<file path="src/rtl/nvpg_pkg.sv">
package nvpg_pkg;
  typedef enum logic [2:0] {
    ST_IDLE,
    ST_WSET,
    ST_WPUL,
    ST_WHLD,
    ST_RACC,
    ST_RSP
  } nvpg_state_e;

  localparam logic PORT_PAGE = 1'b0;
  localparam logic PORT_XFER = 1'b1;
endpackage

</file>
<file path="src/rtl/nvpg_regs.sv">
module nvpg_regs #(
  parameter int SECT_W = 8,
  parameter int OFS_W  = 10,
  localparam int AW    = SECT_W + OFS_W
) (
  input  logic              clk,
  input  logic              rst_n,
  input  logic              ld_page,
  input  logic [SECT_W-1:0] page_in,
  input  logic              step,
  output logic [AW-1:0]     addr
);
  logic [SECT_W-1:0] page_q;
  logic [OFS_W-1:0]  ofs_q;

  always_ff @(posedge clk) begin
    if (!rst_n) begin
      page_q <= '0;
      ofs_q  <= '0;
    end else if (ld_page) begin
      page_q <= page_in;
      ofs_q  <= '0;
    end else if (step) begin
      ofs_q  <= ofs_q + 1'b1;
    end
  end

  assign addr = {page_q, ofs_q};
endmodule

</file>
<file path="src/rtl/nvpg_seq.sv">
module nvpg_seq
  import nvpg_pkg::*;
#(
  parameter int DATA_W    = 8,
  parameter int SETUP_CYC = 1,
  parameter int PULSE_CYC = 2,
  parameter int HOLD_CYC  = 1,
  parameter int ACC_CYC   = 2
) (
  input  logic              clk,
  input  logic              rst_n,
  input  logic              req_valid,
  output logic              req_ready,
  input  logic              req_write,
  input  logic              req_port,
  input  logic [DATA_W-1:0] req_wdata,
  output logic              rsp_valid,
  input  logic              rsp_ready,
  output logic [DATA_W-1:0] rsp_data,
  input  logic              wr_protect,
  output logic              ld_page,
  output logic              step,
  output logic              mem_ce_n,
  output logic              mem_oe_n,
  output logic              mem_we_n,
  output logic [DATA_W-1:0] mem_dq_out,
  output logic              mem_dq_oe,
  input  logic [DATA_W-1:0] mem_dq_in
);
  localparam int M1    = (SETUP_CYC > PULSE_CYC) ? SETUP_CYC : PULSE_CYC;
  localparam int M2    = (HOLD_CYC > ACC_CYC) ? HOLD_CYC : ACC_CYC;
  localparam int MAXC  = (M1 > M2) ? M1 : M2;
  localparam int CNT_W = $clog2(MAXC) + 1;

  nvpg_state_e       st;
  logic [CNT_W-1:0]  cnt;
  logic [DATA_W-1:0] wdat_q;
  logic [DATA_W-1:0] rdat_q;
  logic              blk_q;
  logic              take;
  logic              cnt_done;

  assign req_ready = (st == ST_IDLE);
  assign take      = req_valid && req_ready;
  assign ld_page   = take && req_write && (req_port == PORT_PAGE);
  assign step      = take && !req_write && (req_port == PORT_XFER);
  assign cnt_done  = (cnt == '0);

  always_ff @(posedge clk) begin
    if (!rst_n) begin
      st     <= ST_IDLE;
      cnt    <= '0;
      wdat_q <= '0;
      rdat_q <= '0;
      blk_q  <= 1'b0;
    end else begin
      case (st)
        ST_IDLE: begin
          if (take) begin
            if (req_write) begin
              if (req_port == PORT_XFER) begin
                wdat_q <= req_wdata;
                blk_q  <= wr_protect;
                cnt    <= CNT_W'(SETUP_CYC - 1);
                st     <= ST_WSET;
              end
            end else if (req_port == PORT_PAGE) begin
              cnt <= CNT_W'(ACC_CYC - 1);
              st  <= ST_RACC;
            end else begin
              rdat_q <= '0;
              st     <= ST_RSP;
            end
          end
        end
        ST_WSET: begin
          if (cnt_done) begin
            cnt <= CNT_W'(PULSE_CYC - 1);
            st  <= ST_WPUL;
          end else begin
            cnt <= cnt - 1'b1;
          end
        end
        ST_WPUL: begin
          if (cnt_done) begin
            cnt <= CNT_W'(HOLD_CYC - 1);
            st  <= ST_WHLD;
          end else begin
            cnt <= cnt - 1'b1;
          end
        end
        ST_WHLD: begin
          if (cnt_done) st <= ST_IDLE;
          else          cnt <= cnt - 1'b1;
        end
        ST_RACC: begin
          if (cnt_done) begin
            rdat_q <= mem_dq_in;
            st     <= ST_RSP;
          end else begin
            cnt <= cnt - 1'b1;
          end
        end
        ST_RSP: begin
          if (rsp_ready) st <= ST_IDLE;
        end
        default: st <= ST_IDLE;
      endcase
    end
  end

  always_comb begin
    mem_dq_oe = (st == ST_WSET) || (st == ST_WPUL) || (st == ST_WHLD);
    mem_ce_n  = !(mem_dq_oe || (st == ST_RACC));
    mem_oe_n  = (st != ST_RACC);
    mem_we_n  = !((st == ST_WPUL) && !blk_q);
  end

  assign mem_dq_out = wdat_q;
  assign rsp_valid  = (st == ST_RSP);
  assign rsp_data   = rdat_q;
endmodule

</file>
<file path="src/rtl/nvpg_led.sv">
module nvpg_led #(
  parameter int LED_HOLD = 8,
  localparam int LW      = $clog2(LED_HOLD + 1)
) (
  input  logic clk,
  input  logic rst_n,
  input  logic trig,
  output logic led
);
  logic [LW-1:0] cnt;

  always_ff @(posedge clk) begin
    if (!rst_n)          cnt <= '0;
    else if (trig)       cnt <= LW'(LED_HOLD);
    else if (cnt != '0)  cnt <= cnt - 1'b1;
  end

  assign led = (cnt != '0);
endmodule

</file>
<file path="src/rtl/nvram_page_ctrl.sv">
module nvram_page_ctrl #(
  parameter int SECT_W    = 8,
  parameter int OFS_W     = 10,
  parameter int DATA_W    = 8,
  parameter int SETUP_CYC = 1,
  parameter int PULSE_CYC = 2,
  parameter int HOLD_CYC  = 1,
  parameter int ACC_CYC   = 2,
  parameter int LED_HOLD  = 8,
  localparam int AW       = SECT_W + OFS_W
) (
  input  logic              clk,
  input  logic              rst_n,
  input  logic              req_valid,
  output logic              req_ready,
  input  logic              req_write,
  input  logic              req_port,
  input  logic [DATA_W-1:0] req_wdata,
  output logic              rsp_valid,
  input  logic              rsp_ready,
  output logic [DATA_W-1:0] rsp_data,
  input  logic              wr_protect,
  output logic [AW-1:0]     mem_addr,
  output logic              mem_ce_n,
  output logic              mem_oe_n,
  output logic              mem_we_n,
  output logic [DATA_W-1:0] mem_dq_out,
  output logic              mem_dq_oe,
  input  logic [DATA_W-1:0] mem_dq_in,
  output logic              led_rd,
  output logic              led_wr
);
  logic       ld_page;
  logic       step;
  logic [1:0] act_trig;
  logic [1:0] act_led;

  nvpg_seq #(
    .DATA_W(DATA_W), .SETUP_CYC(SETUP_CYC), .PULSE_CYC(PULSE_CYC),
    .HOLD_CYC(HOLD_CYC), .ACC_CYC(ACC_CYC)
  ) u_seq (
    .clk(clk), .rst_n(rst_n),
    .req_valid(req_valid), .req_ready(req_ready), .req_write(req_write),
    .req_port(req_port), .req_wdata(req_wdata),
    .rsp_valid(rsp_valid), .rsp_ready(rsp_ready), .rsp_data(rsp_data),
    .wr_protect(wr_protect), .ld_page(ld_page), .step(step),
    .mem_ce_n(mem_ce_n), .mem_oe_n(mem_oe_n), .mem_we_n(mem_we_n),
    .mem_dq_out(mem_dq_out), .mem_dq_oe(mem_dq_oe), .mem_dq_in(mem_dq_in)
  );

  nvpg_regs #(.SECT_W(SECT_W), .OFS_W(OFS_W)) u_regs (
    .clk(clk), .rst_n(rst_n), .ld_page(ld_page),
    .page_in(req_wdata[SECT_W-1:0]), .step(step), .addr(mem_addr)
  );

  assign act_trig = {!mem_we_n, !mem_oe_n};

  for (genvar g = 0; g < 2; g++) begin : g_led
    nvpg_led #(.LED_HOLD(LED_HOLD)) u_led (
      .clk(clk), .rst_n(rst_n), .trig(act_trig[g]), .led(act_led[g])
    );
  end

  assign led_rd = act_led[0];
  assign led_wr = act_led[1];
endmodule

</file>
<file path="config.mk">
export PLATFORM = sky130hd
export DESIGN_NAME = nvram_page_ctrl
export DESIGN_NICKNAME = d
export VERILOG_FILES = /design/src/rtl/nvpg_pkg.sv /design/src/rtl/nvpg_regs.sv /design/src/rtl/nvpg_seq.sv /design/src/rtl/nvpg_led.sv /design/src/rtl/nvram_page_ctrl.sv
export SDC_FILE = /design/constraint.sdc
export NUM_CORES = 1
export LEC_CHECK = 0
export BUFFER_PORTS_ARGS = -buffer_cell sky130_fd_sc_hd__buf_2
export CAP_MARGIN = 20
export CORE_MARGIN = 3
export CORE_UTILIZATION = 51
export CTS_CLUSTER_DIAMETER = 200
export DETAILED_ROUTE_END_ITERATION = 10
export GPL_TIMING_DRIVEN = 1
export PLACE_DENSITY_LB_ADDON = 0.2
export SKIP_CTS_REPAIR_TIMING = 1
export SLEW_MARGIN = 20
export SYNTH_ARGS = -nofsm -noshare
export SYNTH_HDL_FRONTEND = slang
export SYNTH_SLANG_ARGS = --single-unit
export TNS_END_PERCENT = 100
</file>
<file path="constraint.sdc">
create_clock -name clk -period 3.2 [get_ports clk]
set_input_delay 0 -clock clk [delete_from_list [all_inputs] [get_ports clk]]
set_output_delay 0 -clock clk [all_outputs]
set_load 0.03 [all_outputs]
</file>
* Word-level counts from Yosys, hierarchy flattened
Cells that the tools add are included.
** Storage, ports and cells
- Register bits :: 48
- Latch bits :: 0
- Memory bits (writable) :: 0
- Memory bits (read-only) :: 0
- Input bits :: 23
- Output and inout bits :: 42
- Logic and storage cells :: 90
- Memories :: 0
** Operators by class
- $add $sub $neg :: 4
- Multipliers :: 0
- Divide/modulo/power cells :: 0
- Order comparisons :: 0
- Equality and inequality tests :: 18
- Shifts and indexed selects :: 0
- Mux-type cells :: 27
- Bitwise gates (word level) :: 2
- Reductions and logical operators :: 28
** Operator list (count)
- two-way mux 8 bit :: 4
- two-way mux 3 bit :: 8
- case mux 3 bit (6 select lines) :: 1
- two-way mux 4 bit :: 4
- case mux 8 bit (2 select lines) :: 1
- two-way mux 2 bit :: 7
- inequality test 2 x 1 -> 1 bit, second input constant :: 6
- nonzero test 4 bit :: 3
- adder 10 x 1 -> 10 bit, second input constant :: 1
- AND reduction 5 bit :: 2
- inequality test 3 bit, second input constant :: 3
- inequality test 2 bit, second input constant :: 4
- case mux 2 bit (4 select lines) :: 1
- subtractor 4 x 1 -> 4 bit, second input constant :: 2
- AND reduction 7 bit :: 1
- equality test 3 x 2 -> 1 bit, second input constant :: 2
- equality test 3 bit, second input constant :: 2
- logical AND 1 bit :: 6
- OR reduction 2 bit :: 3
- logical NOT 1 bit :: 4
- AND reduction 4 bit :: 1
- nonzero test 2 bit :: 2
- equality test 3 x 1 -> 1 bit, second input constant :: 1
- logical NOT 3 bit :: 1
- other kinds (6) :: 9

* Depth between registers and ports, before layout
Gate-level depths: netlist (run 1).
- Depth in word-level cells :: 5
- Gate-level depth with buffers :: 8

* Cells and area by module
From an unflattened synthesis (run 1), not the netlist that was laid out.
** Unflattened totals
- Cell total of the unflattened synthesis :: 258
- Area, all modules :: 2339.7 sq um
** By module, submodules not included
- nvpg_seq :: times used 1, cells each 139, area an instance 1183.6 sq um, sequential area each 440.4 sq um
- nvpg_regs :: times used 1, cells each 73, area an instance 738.2 sq um, sequential area each 360.3 sq um
- nvpg_led :: times used 2, cells each 22, area an instance 205.2 sq um, sequential area each 80.1 sq um
- nvram_page_ctrl :: times used 1, cells each 2, area an instance 7.5 sq um, sequential area each 0.0 sq um

* Worst setup path after synthesis (run 1)
Ideal clock, no wire load.
- Kind :: reg-to-reg
- Start point :: reg u_seq.st[2]
- End point :: reg u_regs.ofs_q[8]
- Library setup time :: 73 ps
- Arrival :: 1691 ps
- Slack :: 1436 ps
- Stages on the path, launching flop included :: 9
- Buffers on the path :: 3
- Cell sequence :: dfxtp_1 -> buf_6 -> or3_4 -> buf_6 -> clkinv_2 -> buf_6 -> nand4_2 -> or3_1 -> a21oi_1
** On the way
- Word-level cells in the longest chain between the ends :: 5
- Elaborated cells between the ends (all ways) :: 7
** Ends and longest elaborated chain
- start: declaration :: RTL line nvpg_seq.sv:35 : nvpg_state_e st;
- start signal: assignment :: RTL line nvpg_seq.sv:51 : st <= ST_IDLE;
- start signal: assignment :: RTL line nvpg_seq.sv:65 : st <= ST_WSET;
- start signal: assignment :: RTL line nvpg_seq.sv:69 : st <= ST_RACC;
- logical NOT 3 bit (*) :: RTL line nvpg_seq.sv:43 : assign req_ready = (st == ST_IDLE);
- net req_ready :: RTL line nvram_page_ctrl.sv:15 : output logic req_ready,
- logical AND 1 bit (*) :: RTL line nvpg_seq.sv:44 : assign take = req_valid && req_ready;
- logical AND 1 bit (2 in a row) :: RTL line nvpg_seq.sv:45 : assign ld_page = take && req_write && (req_port == PORT_PAGE);
- OR reduction 2 bit (no source line)
- end signal: assignment :: RTL line nvpg_regs.sv:24 : ofs_q <= ofs_q + 1'b1;
- end: declaration :: RTL line nvpg_regs.sv:14 : logic [OFS_W-1:0] ofs_q;
The timed path passes the listed nets; every way through them passes the cells marked *.
A chain may end at the register's enable or synchronous reset.

* Worst setup path after layout (run 1)
- Start point :: reg u_seq.st[2]
- End point :: reg u_regs.ofs_q[9]
** On the way
- Word-level cells in the longest chain between the ends :: 5
- Elaborated cells between the ends (all ways) :: 7
** Ends and longest elaborated chain (RTL line)
- logical NOT 3 bit (*) :: nvpg_seq.sv:43
- logical AND 1 bit (*) :: nvpg_seq.sv:44
- logical AND 1 bit (2 in a row) :: nvpg_seq.sv:45
- OR reduction 2 bit (no source line)
Mark *: on every way between the ends. The rest lies on a longest branch, timed or not.

==> results of run 1 <==
[power by group through the flow]
stage	clock [mW]	combinational (mW)	sequential (mW)
after floorplan	0	0.824	0.834
after global placement	0	0.980	0.829
after detailed placement	0	0.985	0.832
after CTS	0.378	0.997	0.818
after global routing	0.399	1.11	0.840
final	0.364	1.00	0.820
[per-layer routing]
layer  routed length, um  global-route usage, %
met1                2190                   23.9
met2                2190                   27.2
met3                 323                   5.79
met4                  40                   4.30
met5                   0                      0
[synth_stat cells, drive strengths merged, types with 3 or more instances]
library cell  number  share of area (%)
mux2               3                1.5
mux2i             10                4.3
ha                 8                4.3
nor2b              8                2.2
dfxtp             48                 42
nor3               3               0.65
a21oi             10                2.2
inv                7                1.1
nand2b             4                1.1
nand3              4               0.87
and4               3                1.1
nand4              6                1.9
a22o               8                3.0
xnor2              3                1.1
or3                6                1.8
buf                4                1.7
xor2               9                3.4
clkbuf            11                1.8
o21ai             18                3.9
nand2             27                4.4
a21boi            12                4.1
nor2              20                3.6
[cells by family after synthesis]
family	after synthesis
and+or+nand+nor	92
AOI/OAI and AO/OA	60
DFF	48
buffers and inverters	23
muxes	13
xor gates and xnor gates	12
adders and majority gates	8
[worst max-delay path, cell delays in order, from the launching register on]
cell and delay, ns:
dfxtp_1 0.49, or3_4 0.56, clkinv_2 0.16, nand4_1 0.20
or3_1 0.39, a21oi_1 0.13
[area by class of cell]
type,count,area share (%)
flip-flops and latches,48,33.6
repair buffers,80,16.8
well taps,50,2.19
clock buffers,6,2.89
inverters,8,1.09
clock inverters,2,0.350
multi-input cells,185,43.1
[sequential cells by signal, summed over array words and instances (netlist names)]
signal	cells
u_regs.ofs_q	10
g_led.u_led.cnt	8
u_regs.page_q	8
u_seq.mem_dq_out	8
u_seq.rsp_data	8
u_seq.st	3
u_seq.cnt	2
u_seq.blk_q	1
[worst paths after layout]
| kind | from | endpoint | slack (ns) | cells past startpoint |
|---|---|---|---|---|
| max | u_seq.st[2] | u_regs.ofs_q[9] | 1.20 | 5 |
| min | req_wdata[5] | u_regs.page_q[5] | -0.02 | 3 |
| max reg2reg | u_seq.st[2] | u_regs.ofs_q[9] | 1.20 | 5 |
| min reg2reg | u_seq.rsp_data[7] | u_seq.rsp_data[7] | 0.48 | 1 |
==> metrics.cfg, run 1 <==
[yosys]
synth-seq-area-share_pct = 41.7
synth_edf_count = 0
synth_area_per_cell_um2 = 9.00
synth_warnings = 0
synth_top_family_by_area = simple AND/OR/NAND/NOR gates
synthXorXnorAreaFrac_pct = 4.56
synth_nets = 287
ys_seq_elements = 48
synth_fa_ha_area_share_pct = 4.34
synth.area.mux_share_pct = 5.81
synth_compound_gate_area_share_pct = 17.4
syn-instance-count = 256
synth_cell_types = 45
syn_area_um2 = 2300
synth_flop_cell = dfxtp_1
synthArstFlopShare_pct = 0
synth-simple-area-share_pct = 21.3

[sta]
drv_slew = 0
slew_headroom_pct = 51.4
setup_tns_ns = 0
final-setup-viol-count = 0
tightest_slew_ns = 0.724
setup_slack_ns = 1.20
hold_viol_final = 1
skew_ns = 0.00815
max_freq_ghz = 0.500
rsz0062_at_grt = false
finalCriticalPeriod_ns = 2.00
fin_crit_sh_pct = 62.5
timing.hold.ws_ns = -0.0214

[drt]
drt_first_pass_iters = 4
wire_per_inst_um = 12.5
drt_first_iter_violations = 124
routed_wl_um = 4750
vias_per_cell = 5.33
drc_errors = 0
route.vias.total = 2021
ant_nets = 0

[power_and_ir_drop]
p_sw_share_pct = 43.0
p_per_area_nw_per_um2 = 765
ir_drop_mv = 0.484
power_frac_comb_pct = 45.9
finalPower_mw = 2.19
internal-power_mw = 1.25
pwr-share-clk_pct = 16.6
power.switching_uw = 941
seqPwrFrac_pct = 37.5
p_leak_nw = 1.24

[placed_design]
post-place-ws_ns = 1.23
place.port_buffers = 64
hpwl_um = 3240
dp_cells = 355
gp_congestion = 0.763
post_dp_cell_area_um2 = 2610

[finish]
n_antenna_cell = 0
area_growth_pct = 24.1
final_common_cell = buf_2
layout-drive-gt1-share_pct = 25.2
multi_input_area_um2 = 1230
finish.utilization_pct = 68.5
final_cells = 379
fin_nets = 359
final_cell_mix = 64 x buf_2, 48 x dfxtp_1, 27 x nand2_1
fin_area_um2 = 2860
final-seq-area_um2 = 961
n_fill_cell = 347

[worst_setup_path]
cp-end-kind = register
critPathRequiredTime_ns = 3.42
worstPathArrival_ns = 2.23
path_max_fanout = 19
crit_path_start_kind = register
worstSetupPathType = reg -> reg

[die]
coreArea_um2 = 4170
ioPinCount = 65
initial_core_util_pct = 55.2
dieArea_um2 = 5360
num_rows = 23
die-width_um = 73.2
die_y_um = 73.2

[grt]
grt_pass1_vias = 1726
antenna_found_initial = 0
grt_max_degree = 32
grt_overflow = 0
grtUsageTotal_pct = 17.7
grt_first_pass_wirelength_um = 7650

[status]
violations = negative hold slack
status = finished with violations

[clocking]
insertion_delay_ns = 0.29
cts-buffers-inserted = 5
cts_max_path_buffers = 2
cts_tree = done
root_buffer = clkbuf_8
cts_sinks = 48
cts.reportedPaths.clkPinSlew_ns = 0.08
htree_levels = 2

[run]
maxCapViolations = 0

[hold_path]
hold_class = in -> reg

No activity file was read; power rests on OpenSTA's default activity.
==> run 2, diff against run 1 <==
--- a/config.mk
+++ b/config.mk
@@ -8,7 +8,7 @@
 export BUFFER_PORTS_ARGS = -buffer_cell sky130_fd_sc_hd__buf_2
 export CAP_MARGIN = 20
 export CORE_MARGIN = 3
-export CORE_UTILIZATION = 51
+export CORE_UTILIZATION = 47
 export CTS_CLUSTER_DIAMETER = 200
 export DETAILED_ROUTE_END_ITERATION = 10
 export GPL_TIMING_DRIVEN = 1
==> constraint.sdc (replaced) <==
create_clock -name clk -period 1.6 [get_ports clk]
set_input_delay 0 -clock clk [delete_from_list [all_inputs] [get_ports clk]]
set_output_delay 0 -clock clk [all_outputs]
set_load 0.03 [all_outputs]
==> metrics.cfg, run 2 (same netlist as run 1, synthesis figures left out) <==
[die]
die-width_um = 76.0  ; +3.8%
num_rows = 24  ; +4.3%
coreArea_um2 = 4530  ; +8.7%
initial_core_util_pct = 50.8  ; -4.4 points
ioPinCount = 65  ; unchanged
die_y_um = 76.0  ; +3.8%
dieArea_um2 = 5780  ; +7.8%

[clocking]
cts_sinks = 48  ; unchanged
root_buffer = clkbuf_8
insertion_delay_ns = 0.30  ; about the same
cts_tree = done
htree_levels = 2  ; unchanged
cts.reportedPaths.clkPinSlew_ns = 0.09  ; about the same
cts-buffers-inserted = 5  ; unchanged
cts_max_path_buffers = 2  ; unchanged

[sta]
final-setup-viol-count = 0  ; unchanged
tightest_slew_ns = 0.368  ; -0.356 ns
setup_tns_ns = 0  ; unchanged
fin_crit_sh_pct = 98.1  ; +36 points
slew_headroom_pct = 75.4  ; +24 points
timing.hold.ws_ns = 0.122  ; +0.143 ns
max_freq_ghz = 0.637  ; +28%
rsz0062_at_grt = true
drv_slew = 0  ; unchanged
hold_viol_final = 0  ; -1
skew_ns = 0.0115  ; +0.00337 ns
finalCriticalPeriod_ns = 1.57  ; -0.432 ns

[finish]
final_common_cell = buf_2
largest_reg_flops = 10  ; unchanged
fin_nets = 385  ; +7.2%
n_antenna_cell = 0  ; unchanged
layout-drive-gt1-share_pct = 31.8  ; +6.6 points
final_cell_mix = 63 x buf_2, 46 x dfxtp_1, 27 x nand2_1
regMostFlops = u_regs.ofs_q
area_growth_pct = 36.9

[worst_setup_path]
worstPathArrival_ns = 1.76  ; -0.47 ns
cp-end-kind = register
r2r_slack_ns = 0.03  ; -1.17 ns
critical_path.cell_chain = or3_4 -> buf_12 -> nor2_4 -> buf_12 -> mux2i_1 -> nor2b_1
crit_path_start_kind = register
reg2regPathDepth = 6  ; +1
r2r-end = u_seq.mem_dq_out[4]
cpPeakStageDelay_ns = 0.44  ; -0.12 ns
r2r_start = u_seq.st[0]
path_max_fanout = 9  ; -10
cp_slowest_cell = or3_4
cp_common_cell = buf_12
critPathRequiredTime_ns = 1.79  ; -1.63 ns
worstSetupPathType = reg -> reg
crit_start = u_seq.st[0]

[grt]
grt_pass1_vias = 2041  ; +18%
grtUsageTotal_pct = 18.9  ; +1.3 points
grt_max_degree = 23  ; -28%
grt_overflow = 0  ; unchanged
antenna_found_initial = 0  ; unchanged
grt_first_pass_wirelength_um = 9180  ; +20%

[drt]
vias_per_cell = 5.15  ; -3.3%
drt_first_pass_iters = 4  ; unchanged
wire_per_inst_um = 13.4  ; +7.3%
route.vias.total = 2165  ; +7.1%
routed_wl_um = 5650  ; +19%
ant_nets = 0  ; unchanged
drt_first_iter_violations = 90  ; -27%
drc_errors = 0  ; unchanged

[power_and_ir_drop]
ir_drop_mv = 0.813  ; +68%
p_per_area_nw_per_um2 = 1600  ; +110%
p_leak_nw = 1.39  ; +12%
finalPower_mw = 5.05  ; +130%

[hold_path]
hold_path_end = u_seq.st[0]
hold_class = in -> reg
holdPathStages = 3  ; unchanged
min_from = rst_n

[status]
status = finished clean

[placed_design]
hpwl_um = 4010  ; +24%
place.port_buffers = 64  ; unchanged
gp_congestion = 0.774  ; +1.4%

[run]
maxCapViolations = 0  ; unchanged

[run 2: changes by cell type in the layout (fill, tap and decap cells not counted), moves of 2 or more]
| cell | before | now |
|---|---|---|
| clkinv_2 | 3 | 0 |
| dfxtp_1 | 48 | 46 |
| buf_4 | 0 | 24 |
| buf_12 | 0 | 2 |
| a21boi_1 | 0 | 2 |
| dfxtp_2 | 0 | 2 |
| a21boi_0 | 11 | 9 |
[run 2: worst max path at each step]
stage,to,slack [ns],cells after the start
floorplan,u_regs.ofs_q[8],-0.06,8
global placement,u_regs.ofs_q[7],0.06,5
detailed placement,u_seq.rsp_data[1],0.003,5
CTS,mem_we_n,-0.12,3
global route,u_regs.ofs_q[7],-0.05,5
finish,u_seq.mem_dq_out[4],0.03,6
[run 2: cell type report]
cell class | instances | area [um^2]
clock buffers | 7 | 86.3
clock inverters | 1 | 7.51
multi-input cells | 185 | 1270
fillers | 364 | 1380
well taps | 65 | 81.3
inverters | 8 | 35.0
repair buffers | 106 | 706
flip-flops and latches | 48 | 963
[run 2: routing by layer]
layer	wire (um)	part of all wire, %	track usage [%]
met1	2510	44	23.1
met2	2850	51	32.2
met3	228	4.0	5.08
met4	53	0.94	6.70
met5	0	0	0
[run 2: through the flow]
| stage | utilization [%] | area [um^2] | std cells | setup WS, ns |
|---|---|---|---|---|
| after floorplan | - | 2330 | 256 | -0.0576 |
| after global placement | 62.9 | 2850 | 394 | 0.0607 |
| after detailed placement | 62.9 | 2850 | 394 | 0.00267 |
| after CTS | 65.0 | 2950 | 402 | -0.120 |
| after global routing | 69.6 | 3150 | 420 | -0.0517 |
| final | 69.6 | 3150 | 420 | 0.0308 |
[run 2: where the power goes]
part	switching (mW)	internal (mW)	total (mW)
Clock	0.401	0.352	0.753
Sequential	0.135	1.40	1.54
Combinational	1.56	1.21	2.76
Total	2.09	2.96	5.05
[run 2: critical path, delay by kind of cell (launching register included)]
kind	cells	cell delay, ns
buf+inv	2	0.30
flops	1	0.33
mux	1	0.22
simple gates	3	0.61
==> run 3, diff against run 2 <==
--- a/config.mk
+++ b/config.mk
@@ -17,5 +17,6 @@
 export SLEW_MARGIN = 20
 export SYNTH_ARGS = -nofsm -noshare
 export SYNTH_HDL_FRONTEND = slang
+export SYNTH_HIERARCHICAL = 1
 export SYNTH_SLANG_ARGS = --single-unit
 export TNS_END_PERCENT = 100
==> metrics.cfg, run 3 <==
[status]
status = finished with violations
violations = negative hold slack

[worst_setup_path]
cp_slowest_cell = dfxtp_2
cp_common_cell = buf_6
crit_buf_inv = 3  ; +1
path_max_fanout = 4  ; -5
critical_path.cell_chain = buf_6 -> nor3_4 -> nand3_2 -> nor2_4 -> buf_6 -> clkbuf_16 -> mux2i_1 -> nor2b_1
worstPathArrival_ns = 1.76  ; about the same
critPathRequiredTime_ns = 1.80  ; about the same
cp-end-kind = register
crit_path_start_kind = register
worstSetupPathType = reg -> reg
cpPeakStageDelay_ns = 0.34  ; -0.10 ns
critPathTopFamily = simple AND/OR/NAND/NOR gates

[grt]
grt_first_pass_wirelength_um = 8450  ; -8.0%
grt_max_degree = 22  ; -4.3%
grt_overflow = 0  ; unchanged
grt_pass1_vias = 1920  ; -5.9%
grtUsageTotal_pct = 17.6  ; -1.4 points
antenna_found_initial = 0  ; unchanged

[sta]
timing.hold.ws_ns = -0.0433  ; -0.165 ns
skew_ns = 0.00508  ; -0.00644 ns
hold_viol_final = 4  ; +4
rsz0062_at_grt = true
max_freq_ghz = 0.642  ; +0.73%
drv_slew = 0  ; unchanged
slew_headroom_pct = 78.9  ; +3.5 points
final-setup-viol-count = 0  ; unchanged
fin_crit_sh_pct = 97.4  ; -0.71 points
setup_slack_ns = 0.0421  ; +0.0113 ns
finalCriticalPeriod_ns = 1.56  ; -0.0113 ns
tightest_slew_ns = 0.315  ; -0.0523 ns

[hold_path]
hold_class = in -> reg

[die]
coreArea_um2 = 4750  ; +4.9%
num_rows = 25  ; +4.2%
die_y_um = 76.6  ; +0.70%
die-width_um = 76.6  ; +0.70%
ioPinCount = 65  ; unchanged
initial_core_util_pct = 49.2  ; -1.6 points
dieArea_um2 = 5860  ; +1.4%

[finish]
final_cells = 420  ; unchanged
largest_reg_flops = 10  ; unchanged
regMostFlops = u_regs/ofs_q
final_common_cell = buf_2
n_antenna_cell = 0  ; unchanged
final_cell_mix = 64 x buf_2, 46 x dfxtp_1, 32 x nand2_1
layout-drive-gt1-share_pct = 32.3  ; +0.46 points
area_growth_pct = 38.0
fin_area_um2 = 3230  ; +2.3%
n_fill_cell = 385  ; +5.8%
fin_nets = 383  ; -0.52%

[placed_design]
post-place-ws_ns = -0.0194  ; -0.0221 ns
post_dp_cell_area_um2 = 2840  ; -0.48%
hpwl_um = 3690  ; -7.9%
place.port_buffers = 64  ; unchanged
dp_cells = 390  ; -1.0%
gp_congestion = 0.807  ; +4.2%

[yosys]
synth_area_per_cell_um2 = 9.07  ; +0.73%
syn-instance-count = 258  ; +0.78%
synth_warnings = 6  ; +6
synth_cell_types = 45  ; unchanged
ys_seq_elements = 48  ; unchanged
synth_flop_cell = dfxtp_1
yosysTopAreaCellShare_pct = 41.1  ; -0.62 points
synth_common_cells = 48 x dfxtp_1, 32 x nand2_1, 27 x mux2i_1
synth_most_common_cell = dfxtp_1
synth_edf_count = 0  ; unchanged
synth_area_leader_cell = dfxtp_1
synth_area_leaders = dfxtp_1 41%, mux2i_1 12%, nand2_1 5.1%
synthArstFlopShare_pct = 0  ; unchanged
syn_area_um2 = 2340  ; +1.5%
synth_nets = 289  ; +0.70%
synth-seq-area-share_pct = 41.1  ; -0.62 points

[drt]
ant_nets = 0  ; unchanged
vias_per_cell = 4.96  ; -3.8%
drt_first_pass_iters = 4  ; unchanged
drt_first_iter_violations = 75  ; -17%
wire_per_inst_um = 13.1  ; -2.7%
routed_wl_um = 5490  ; -2.7%
drc_errors = 0  ; unchanged
route.vias.total = 2083  ; -3.8%

[power_and_ir_drop]
p_per_area_nw_per_um2 = 1230  ; -23%
ir_drop_mv = 0.692  ; -15%
p_leak_nw = 1.40  ; +0.57%
finalPower_mw = 3.96  ; -22%

[clocking]
cts.reportedPaths.clkPinSlew_ns = 0.09  ; about the same
cts_sinks = 48  ; unchanged
cts_max_path_buffers = 2  ; unchanged
htree_levels = 2  ; unchanged
root_buffer = clkbuf_8
insertion_delay_ns = 0.30  ; about the same
cts-buffers-inserted = 5  ; unchanged
cts_tree = done

[run]
maxCapViolations = 0  ; unchanged

==> run 3: cell types whose count changed after synthesis, moves of 6 or more <==
cell	delta
a22o_1	-8
o21ai_0	-11
buf_2	+6
a21boi_0	-11
clkbuf_1	-7
mux2i_1	+17
==> run 3: worst min-delay path, cell delays in order <==
cell,delay [ns]
buf_2,0.09
mux2i_1,0.07
nor2_1,0.08
==> run 3: worst paths after layout <==
kind                            slack [ns]  cells past startpoint                  end         startpoint
worst max-delay path                  0.04                      8     u_regs/page_q[2]        u_seq/st[1]
worst min-delay path                 -0.04                      3  u_seq/mem_dq_out[6]       req_wdata[6]
worst max register to register        0.04                      8     u_regs/page_q[2]        u_seq/st[1]
worst min register to register        0.46                      2    u_seq/rsp_data[0]  u_seq/rsp_data[0]
==> run 3: final cells by class <==
cell class,count,area (um^2),area share (%)
Timing Repair Buffer,101,702,21.7
Clock buffer,6,82.6,2.56
Inverter,11,41.3,1.28
Multi-Input combinational cell,185,1340,41.5
Sequential cell,48,963,29.8
Clock inverter,2,15.0,0.465
Tap cell,67,83.8,2.60
==> run 3: metal layers <==
metal | GRT usage [%] | part of all wire, %
met4 | 5.98 | 1.3
met2 | 31.5 | 51
met5 | 0 | 0
met3 | 4.37 | 4.6
met1 | 20.2 | 43
==> run 3: per-stage QoR <==
stage                     TNS [ns]  util (%)
after floorplan             -0.615         -
after global placement           0      59.7
after detailed placement   -0.0313      59.7
after CTS                  -0.0554      61.7
after global routing        -0.155      67.9
final                            0      67.9
==> run 3: cell families (layout without fill, tap and decap cells) <==
| kind of cell | Yosys count | count (layout) | synth area share [%] |
|---|---|---|---|
| muxes | 30 | 30 | 13.0 |
| AOI/OAI and AO/OA | 33 | 33 | 9.04 |
| buffers and inverters | 26 | 120 | 5.29 |
| and+or+nand+nor | 102 | 103 | 23.2 |
| xor gates and xnor gates | 11 | 11 | 4.12 |
| adders and majority gates | 8 | 8 | 4.28 |
| DFF | 48 | 48 | 41.1 |
==> run 3: power by group <==
part           total [mW]  internal, mW  switching, mW
Combinational        1.74         0.793          0.948
Sequential           1.46          1.35          0.109
Clock               0.766         0.350          0.416
Total                3.96          2.49           1.47
